`src/rtl/acq_cmd_pkg.sv`:
```
package acq_cmd_pkg;
    localparam int BUS_W  = 8;
    localparam int RES_W  = 12;
    localparam int CHAN_W = 3;
    localparam int SRC_W  = 4;
    localparam int GAIN_W = 2;
    localparam int HI_USED = RES_W - BUS_W;
    localparam int HI_PAD  = BUS_W - HI_USED;

    typedef struct packed {
        logic [CHAN_W-1:0] chan;
        logic [SRC_W-1:0]  src;
        logic [GAIN_W-1:0] gain;
        logic              gain_valid;
    } cmd_regs_t;

    typedef struct packed {
        logic wr_chan;
        logic wr_src;
        logic wr_gain;
        logic rd_lo;
        logic rd_hi;
    } cmd_dec_t;

    function automatic logic [BUS_W-1:0] hi_byte(input logic [RES_W-1:0] r);
        return {{HI_PAD{1'b1}}, r[RES_W-1:BUS_W]};
    endfunction
endpackage

```
`src/rtl/acq_cmd_decode.sv`:
```
module acq_cmd_decode
    import acq_cmd_pkg::*;
(
    input  logic     stb0_n,
    input  logic     stb1_n,
    input  logic     stb2_n,
    input  logic     rd_wr,
    output cmd_dec_t dec
);
    always_comb begin
        dec.wr_chan = !stb0_n && !rd_wr;
        dec.wr_src  = !stb1_n && !rd_wr;
        dec.wr_gain = !stb2_n && !rd_wr;
        dec.rd_lo   = !stb0_n && rd_wr;
        dec.rd_hi   = !stb1_n && rd_wr && stb0_n;
    end
endmodule

```
`src/rtl/acq_cmd_regs.sv`:
```
module acq_cmd_regs
    import acq_cmd_pkg::*;
(
    input  logic             clk,
    input  logic             rst,
    input  cmd_dec_t         dec,
    input  logic [BUS_W-1:0] wdata,
    output cmd_regs_t        regs
);
    always_ff @(posedge clk) begin
        if (rst) begin
            regs <= '0;
        end else begin
            if (dec.wr_chan) regs.chan <= wdata[CHAN_W-1:0];
            if (dec.wr_src)  regs.src  <= wdata[SRC_W-1:0];
            if (dec.wr_gain) begin
                regs.gain       <= wdata[GAIN_W-1:0];
                regs.gain_valid <= 1'b1;
            end
        end
    end

    a_r5_valid_sticky: assert property (@(posedge clk) disable iff (rst)
        regs.gain_valid |=> regs.gain_valid);
    a_r4_gain_capture: assert property (@(posedge clk) disable iff (rst)
        dec.wr_gain |=> regs.gain == $past(wdata[GAIN_W-1:0]));
endmodule

```
`src/rtl/acq_readback.sv`:
```
module acq_readback
    import acq_cmd_pkg::*;
(
    input  cmd_dec_t         dec,
    input  logic [RES_W-1:0] result,
    output logic [BUS_W-1:0] rdata,
    output logic             rdata_oe
);
    always_comb begin
        rdata    = '0;
        rdata_oe = dec.rd_lo || dec.rd_hi;
        if (dec.rd_lo)      rdata = result[BUS_W-1:0];
        else if (dec.rd_hi) rdata = hi_byte(result);
    end

    always_comb begin
        if (dec.rd_hi) a_r8_pad_ones: assert (rdata[BUS_W-1:HI_USED] == '1);
        if (!rdata_oe) a_r9_idle_zero: assert (rdata == '0);
    end
endmodule

```
`src/rtl/acq_cmd_if.sv`:
```
module acq_cmd_if
    import acq_cmd_pkg::*;
(
    input  logic              clk,
    input  logic              rst,
    input  logic              stb0_n,
    input  logic              stb1_n,
    input  logic              stb2_n,
    input  logic              rd_wr,
    input  logic [BUS_W-1:0]  wdata,
    input  logic [RES_W-1:0]  result,
    output logic [BUS_W-1:0]  rdata,
    output logic              rdata_oe,
    output logic [CHAN_W-1:0] chan_sel,
    output logic [SRC_W-1:0]  src_sel,
    output logic [GAIN_W-1:0] gain_code,
    output logic              gain_valid
);
    cmd_dec_t  dec;
    cmd_regs_t regs;

    acq_cmd_decode u_dec (
        .stb0_n(stb0_n), .stb1_n(stb1_n), .stb2_n(stb2_n),
        .rd_wr(rd_wr), .dec(dec)
    );

    acq_cmd_regs u_regs (
        .clk(clk), .rst(rst), .dec(dec), .wdata(wdata), .regs(regs)
    );

    acq_readback u_rb (
        .dec(dec), .result(result), .rdata(rdata), .rdata_oe(rdata_oe)
    );

    assign chan_sel   = regs.chan;
    assign src_sel    = regs.src;
    assign gain_code  = regs.gain;
    assign gain_valid = regs.gain_valid;

    a_r2_chan_capture: assert property (@(posedge clk) disable iff (rst)
        (!stb0_n && !rd_wr) |=> chan_sel == $past(wdata[CHAN_W-1:0]));
    a_r3_src_capture: assert property (@(posedge clk) disable iff (rst)
        (!stb1_n && !rd_wr) |=> src_sel == $past(wdata[SRC_W-1:0]));
    a_r6_chan_hold: assert property (@(posedge clk) disable iff (rst)
        !(!stb0_n && !rd_wr) |=> $stable(chan_sel));
    a_r6_src_hold: assert property (@(posedge clk) disable iff (rst)
        !(!stb1_n && !rd_wr) |=> $stable(src_sel));
    a_r9_no_drive_on_write: assert property (@(posedge clk) disable iff (rst)
        !rd_wr |-> !rdata_oe);
    a_r10_low_wins: assert property (@(posedge clk) disable iff (rst)
        (rd_wr && !stb0_n && !stb1_n) |-> rdata == result[BUS_W-1:0]);
endmodule

```
`config.mk`:
```
export PLATFORM = sky130hd
export DESIGN_NAME = acq_cmd_if
export DESIGN_NICKNAME = d
export VERILOG_FILES = /design/src/rtl/acq_cmd_pkg.sv /design/src/rtl/acq_cmd_decode.sv /design/src/rtl/acq_cmd_regs.sv /design/src/rtl/acq_readback.sv /design/src/rtl/acq_cmd_if.sv
export SDC_FILE = /design/constraint.sdc
export NUM_CORES = 1
export LEC_CHECK = 0
export CORE_MARGIN = 3
export CORE_UTILIZATION = 31
export CTS_CLUSTER_SIZE = 25
export DETAILED_ROUTE_END_ITERATION = 8
export PLACE_DENSITY = 0.89
export SLEW_MARGIN = 15
export SYNTH_ARGS = -nofsm -noshare
export SYNTH_HDL_FRONTEND = slang
export SYNTH_SLANG_ARGS = --single-unit
```
`constraint.sdc`:
```
create_clock -name clk -period 1 [get_ports clk]
set_clock_uncertainty 0.15 [all_clocks]
set_input_delay 0.1 -clock clk [delete_from_list [all_inputs] [get_ports clk]]
set_output_delay 0.1 -clock clk [all_outputs]
set_load 0.005 [all_outputs]
```
== After elaboration in Yosys (flattened, before gate mapping) ==
Index checks and enable logic that the tools add are counted.
Widths: inputs -> output; s select.
Storage, ports and cells
  bits in registers: 10
  input bits: 26
Cells by class
  multiplexer cells: 2
  reductions and logical operators: 11
Operators by type and width (number)
  $mux 8: 2
  $logic_and 1x1->1: 6
  $logic_not 1->1: 4
  $logic_or 1x1->1: 1

== Longest topological paths before layout ==
Gate-level depths: netlist (run 1).
  depth in word-level cells: 5
  gate-level depth with buffers: 3
  gate-level depth less buffers: 2

== Modules after synthesis ==
From an unflattened synthesis (run 1), not the netlist that was laid out.
Unflattened totals
  cells, all modules: 53
  area, all modules: 470.5 um^2
Modules (own cells, without submodules)
  acq_cmd_regs: instances 1, cells an instance 32, area an instance 341.6 um^2
  acq_readback: instances 1, cells an instance 16, area an instance 102.6 um^2
  acq_cmd_decode: instances 1, cells an instance 5, area an instance 26.3 um^2

== Least setup slack after synthesis (run 1) ==
Ideal clock, no wire load.
  kind: input-to-reg
  start point: in stb1_n
  end point: reg u_regs.regs[3] (netlist name)
  library setup time: 0.070 ns
  data arrival time: 0.675 ns
  required time: 0.780 ns
  setup slack: 0.105 ns
  cell stages on the path: 3
  cell sequence: buf_2 -> or3b_1 -> a21oi_1
Between the ends
  cells in the longest elaborated chain, start to end: 2
Ends and longest elaborated chain
  start: declaration: line acq_cmd_if.sv:7  | input logic stb1_n,
  $logic_not 1->1: line acq_cmd_decode.sv:12  | dec.wr_src = !stb1_n && !rd_wr;
  $logic_and 1x1->1: line acq_cmd_decode.sv:12
No other way between the ends.
A chain may end at the register's enable or synchronous reset.

== Final worst setup path (run 1) ==
  start point: reg u_regs.regs[6] (netlist name)
  end point: out src_sel[3]
RTL lines
  end: declaration: line acq_cmd_if.sv:15  | output logic [SRC_W-1:0] src_sel,
No word-level cell between the ends.

==> results of run 1 <==
==> logic make-up after synthesis <==
family                 count (synthesis)
and+or+nand+nor                       22
DFF                                   10
AOI/OAI and AO/OA                     20
muxes                                  4
buffers and inverters                  6
==> synthesized netlist by cell type <==
cell type	count
a21boi_1	4
a21oi_1	6
a32o_1	4
buf_2	2
buf_6	1
clkbuf_1	2
dfxtp_1	10
inv_1	1
mux2i_1	4
nand2b_1	10
nor2b_1	5
o21a_1	1
o21ai_0	5
or2_1	2
or3b_1	5
==> worst paths after layout <==
kind | endpoint | cells past startpoint | slack (ps)
max | src_sel[3] | 1 | 30
min | u_regs.regs[5] | 3 | 50
max reg2reg | u_regs.regs[8] | 3 | 190
min reg2reg | u_regs.regs[0] | 2 | 310
==> routing by layer <==
metal | share of wire [%] | track usage (%)
met1 | 40 | 17.4
met3 | 11 | 8.28
met2 | 48 | 26.8
met4 | 1.2 | 5.21
met5 | 0 | 0
==> worst min-delay path: cells and delay by family <==
kind / cells / cell delay, ps
AO/OA/AOI/OAI: 1 / 50
AND/OR/NAND/NOR: 1 / 170
buffers and inverters: 1 / 120
==> repair_timing <==
| action | in CTS | in global routing |
|---|---|---|
| pin swaps | 11 | 5 |
| hold buffers | 0 | 0 |
| endpoints found under the setup margin | 29 | 11 |
| gates cloned | 1 | 0 |
| resized for setup | 127 | 12 |
| buffers inserted | 4 | 0 |
==> cell type report <==
type                            instances  area, um2  share of cell area, %
Tap cell                               24       30.0                   2.75
Sequential cell                        10        213                   19.5
Timing Repair Buffer                   53        427                   39.1
Inverter                                1       3.75                  0.344
Multi-Input combinational cell         46        383                   35.1
Clock buffer                            4       36.3                   3.32
==> report_power, final <==
part / switching [uW] / internal, uW / leakage (uW)
logic: 113 / 186 / 0.000427
registers: 10.2 / 422 / 0.0000860
clock network: 161 / 221 / 0.0000210
==> stage by stage <==
| stage | total power, uW | TNS, ps | cell area, um2 |
|---|---|---|---|
| final | 1110 | 0 | 1090 |
| after global routing | 1160 | -11.5 | 1090 |
| after CTS | 1100 | 0 | 1050 |
| after detailed placement | 741 | -12260 | 1020 |
| after global placement | 732 | -11440 | 1020 |
| after floorplan | 537 | 0 | 556 |
==> metrics, run 1 <==
area leader, netlist=dfxtp_1; maximum buffer depth of the clock tree=2; TritonCTS clock tree=done; # DRC=0; CTS H-tree lvls=1; initial drt markers=7; Yosys top cell area share=36.0%; Setup violations, final=0; pre-CTS setup slack=-862 ps; Syn Nets=88; DR WL/cell=13.1 um; first-pass GRT wire length=2930 um; worst path cell trace=buf_2; initial antenna violation count=0; number of flip-flops in the largest register=10; Synth cell types=15; RSZ-0062 raised after global routing=yes; CTS Sinks=10; outcome=completed; Arr. time, crit path=720 ps; max-slew violation count=0; sequential-to-total area share from yosys stat=36.0%; total global-route track usage=16.0%; largest family of logic cells by synthesized area=simple AND/OR/NAND/NOR gates; Clk Latency, worst-skew pair=270 ps; Peak Freq=1030 MHz; Area Growth Syn to Fin=96.6%; slowest stage delay, CP=330 ps; Clock Pin Slew Worst Setup and Hold Paths=70 ps; vias after detailed routing=670; hold_sp=wdata[2]; Core Area=1590 um2; Pre-antenna DRT Iters=4; Final Non-Filler Cells=138; synth top area cells=dfxtp_1, nand2b_1, or3b_1, a32o_1, mux2i_1; largest reg by FF count=u_regs.regs; Mapped Area=556 um2; Reg-to-Reg Start=u_regs.regs[8]; count of final hold-check violations=0; post-synthesis simple-gate area fraction=27.0%; post-DP HPWL=1290 um; Crit-path slowest cell=dfxtp_2; crit-path leading delay family=flip-flops; RePlAce Congestion=0.677; crit path max fanout=2; CP Capture Type=primary output; CP Class=reg -> out; final WL=1800 um; Leak Pwr=0.000534 uW; ANT cells=0; Buf/Inv on CP=1; syn_area_per_cell=8.96 um2; Pwr Density=1020 nW/um2; Port Buf Inserts=40; XOR/XNOR Fraction of Synth Area=0%; #FFs+latches synth=10; largest net degree at the start of global routing=16; Post-DRT Antenna Nets=0; layout cells sized above 1=51.8%; Die ar.=2340 um2; Final Util=68.5%; synth warn=0; startpoint types=register; Slew Limit Headroom=86.0%; Crit path required time=750 ps; compound-cell area share of the yosys netlist=23.9%; Max VDD drop=0.000803 V; Placed Cells=130; Tightest Pin Transition=208 ps; final worst slack=28.7 ps; drt via density=4.86; Largest regs=u_regs.regs x10; CTS Buf Count=3; mux contribution to synthesized area=7.21%; post-synthesis adder-cell area fraction=0%; Hold/Removal Path Class=in -> reg; die width=48.3 um; vias in the first global route=669; final-layout fill cell count=123; Starting Density=34.9%; WHS=51.1 ps; min cycle time layout=971 ps; most frequent cells in the layout=buf_2, dlygate4sd2_1, dfxtp_2; MaxCap Viol Count=0; Mapped Cells=62; std cell rows=14; Die Y-Extent=48.3 um; global route overflow=0; Root Buffer=clkbuf_4; CP Launch Point=u_regs.regs[6]; IO Pins=45; commonest non-fill, non-tap cell in the layout=buf_2; Final period util=97.1%; # nets final=141
No activity file was read; power rests on OpenSTA's default activity.
==> run 2: changes to the inputs <==
--- a/config.mk
+++ b/config.mk
@@ -10,6 +10,7 @@
 export CTS_CLUSTER_SIZE = 25
 export DETAILED_ROUTE_END_ITERATION = 8
 export PLACE_DENSITY = 0.89
+export SKIP_CTS_REPAIR_TIMING = 1
 export SLEW_MARGIN = 15
 export SYNTH_ARGS = -nofsm -noshare
 export SYNTH_HDL_FRONTEND = slang
==> metrics, run 2 (same netlist as run 1, synthesis figures left out) <==
CTS H-tree lvls=1; first-pass GRT wire length=2630 um; failing checks=negative setup slack; min cycle time layout=1190 ps; CTS Buf Count=3; ANT cells=0; final worst slack=-192 ps; drt via density=4.81; sequential cell area=211 um2; global route overflow=0; Pre-antenna DRT Iters=4; r2r setup slk=180 ps; total global-route track usage=14.5%; Area after DPL=1020 um2; maximum buffer depth of the clock tree=2; Max VDD drop=0.000807 V; layout cells sized above 1=51.8%; CTS Sinks=10; TritonCTS clock tree=done; Die Y-Extent=48.3 um; multi-input gate area in the final layout=380 um2; Core Area=1590 um2; max-slew violation count=0; Clk Latency, worst-skew pair=270 ps; Tightest Pin Transition=226 ps; Peak Freq=839 MHz; total power=1130 uW; commonest non-fill, non-tap cell in the layout=dlymetal6s2s_1; RePlAce Congestion=0.677; final WL=2060 um; # DRC=0; Hold/Removal Path Class=in -> reg; Clock Pin Slew Worst Setup and Hold Paths=70 ps; Reg-to-Reg Start=u_regs.regs[4]; std cell rows=14; post-DP HPWL=1290 um; vias after detailed routing=664; CP Capture Type=primary output; initial drt markers=6; Setup violations, final=2; crit path max fanout=1; CP Class=in -> out; fin area=1150 um2; # nets final=141; pre-CTS setup slack=-862 ps; Port Buf Inserts=40; number of flip-flops in the largest register=10; Final period util=119%; WHS Path Cells=3; count of final hold-check violations=0; Crit path required time=750 ps; WHS=18.2 ps; Arr. time, crit path=940 ps; largest reg by FF count=u_regs.regs; die width=48.3 um; outcome=complete, but fails checks; Root Buffer=clkbuf_4; most frequent cells in the layout=dlymetal6s2s_1, clkbuf_2, dfxtp_2; vias in the first global route=616; Pwr Density=984 nW/um2; hold_sp=wdata[1]; initial antenna violation count=0; reg-to-reg endpoint=u_regs.regs[4]; startpoint types=input pin; Largest regs=u_regs.regs x10; Hold Path Sink=u_regs.regs[8]; final-layout fill cell count=109; RSZ-0062 raised after global routing=yes; Starting Density=34.9%; Post-DRT Antenna Nets=0; Leak Pwr=0.000653 uW; Slew Limit Headroom=84.8%; Final TNS setup=-198 ps; IO Pins=45; r2r worst-path depth=2; MaxCap Viol Count=0; largest net degree at the start of global routing=16; Area Growth Syn to Fin=108%; DR WL/cell=14.9 um; Die ar.=2340 um2
==> run 2: cell count changes in the layout (fill, tap and decap cells not counted), sizes merged <==
cell           before  now
buf                34   20
clkdlybuf4s15       4    0
dlymetal6s2s        1   15
dlygate4sd2        11    0
clkbuf              4   17
clkdlybuf4s50       3    5
==> run 2: worst max path at each step <==
stage / cells past startpoint / to / slack (ps) / startpoint
6_report: 4 / rdata[0] / -190 / result[0]
5_1_grt: 4 / rdata[0] / -240 / result[0]
4_1_cts: 4 / rdata[1] / -870 / rd_wr
3_5_place_dp: 4 / rdata[1] / -860 / rd_wr
3_3_place_gp: 4 / rdata[1] / -790 / rd_wr
2_1_floorplan: 3 / u_regs.regs[3] / 100 / stb1_n
==> run 2: per-layer routing <==
metal | wire length, um | vias to the layer above | GRT usage [%]
li1 | - | 325 | -
met2 | 1050 | 35 | 23.9
met4 | 7 | 0 | 4.27
met5 | 0 | - | 0
met3 | 190 | 2 | 7.36
met1 | 804 | 302 | 16.3
==> run 2: report_power, final <==
| part | internal, uW | switching [uW] |
|---|---|---|
| clock network | 221 | 158 |
| logic | 203 | 118 |
| registers | 422 | 12.0 |
| total | 846 | 288 |
==> run 2: final cells by class <==
type,instances,area share (%)
Timing Repair Buffer,53,42.6
Tap cell,24,2.60
Sequential cell,10,18.3
Multi-Input combinational cell,46,33.0
Clock buffer,4,3.15
Inverter,1,0.325
==> run 2: worst max-delay path, cell delays in order <==
cell and delay [ps]:
clkdlybuf4s50_1 380, nor2b_1 130, a32o_2 220, clkbuf_2 110
==> run 2: per-stage QoR <==
step	cells	utilization (%)
6_report	138	72.4
5_1_grt	138	72.4
4_1_cts	134	66.6
3_5_place_dp	130	64.3
3_3_place_gp	130	64.3
2_1_floorplan	62	-
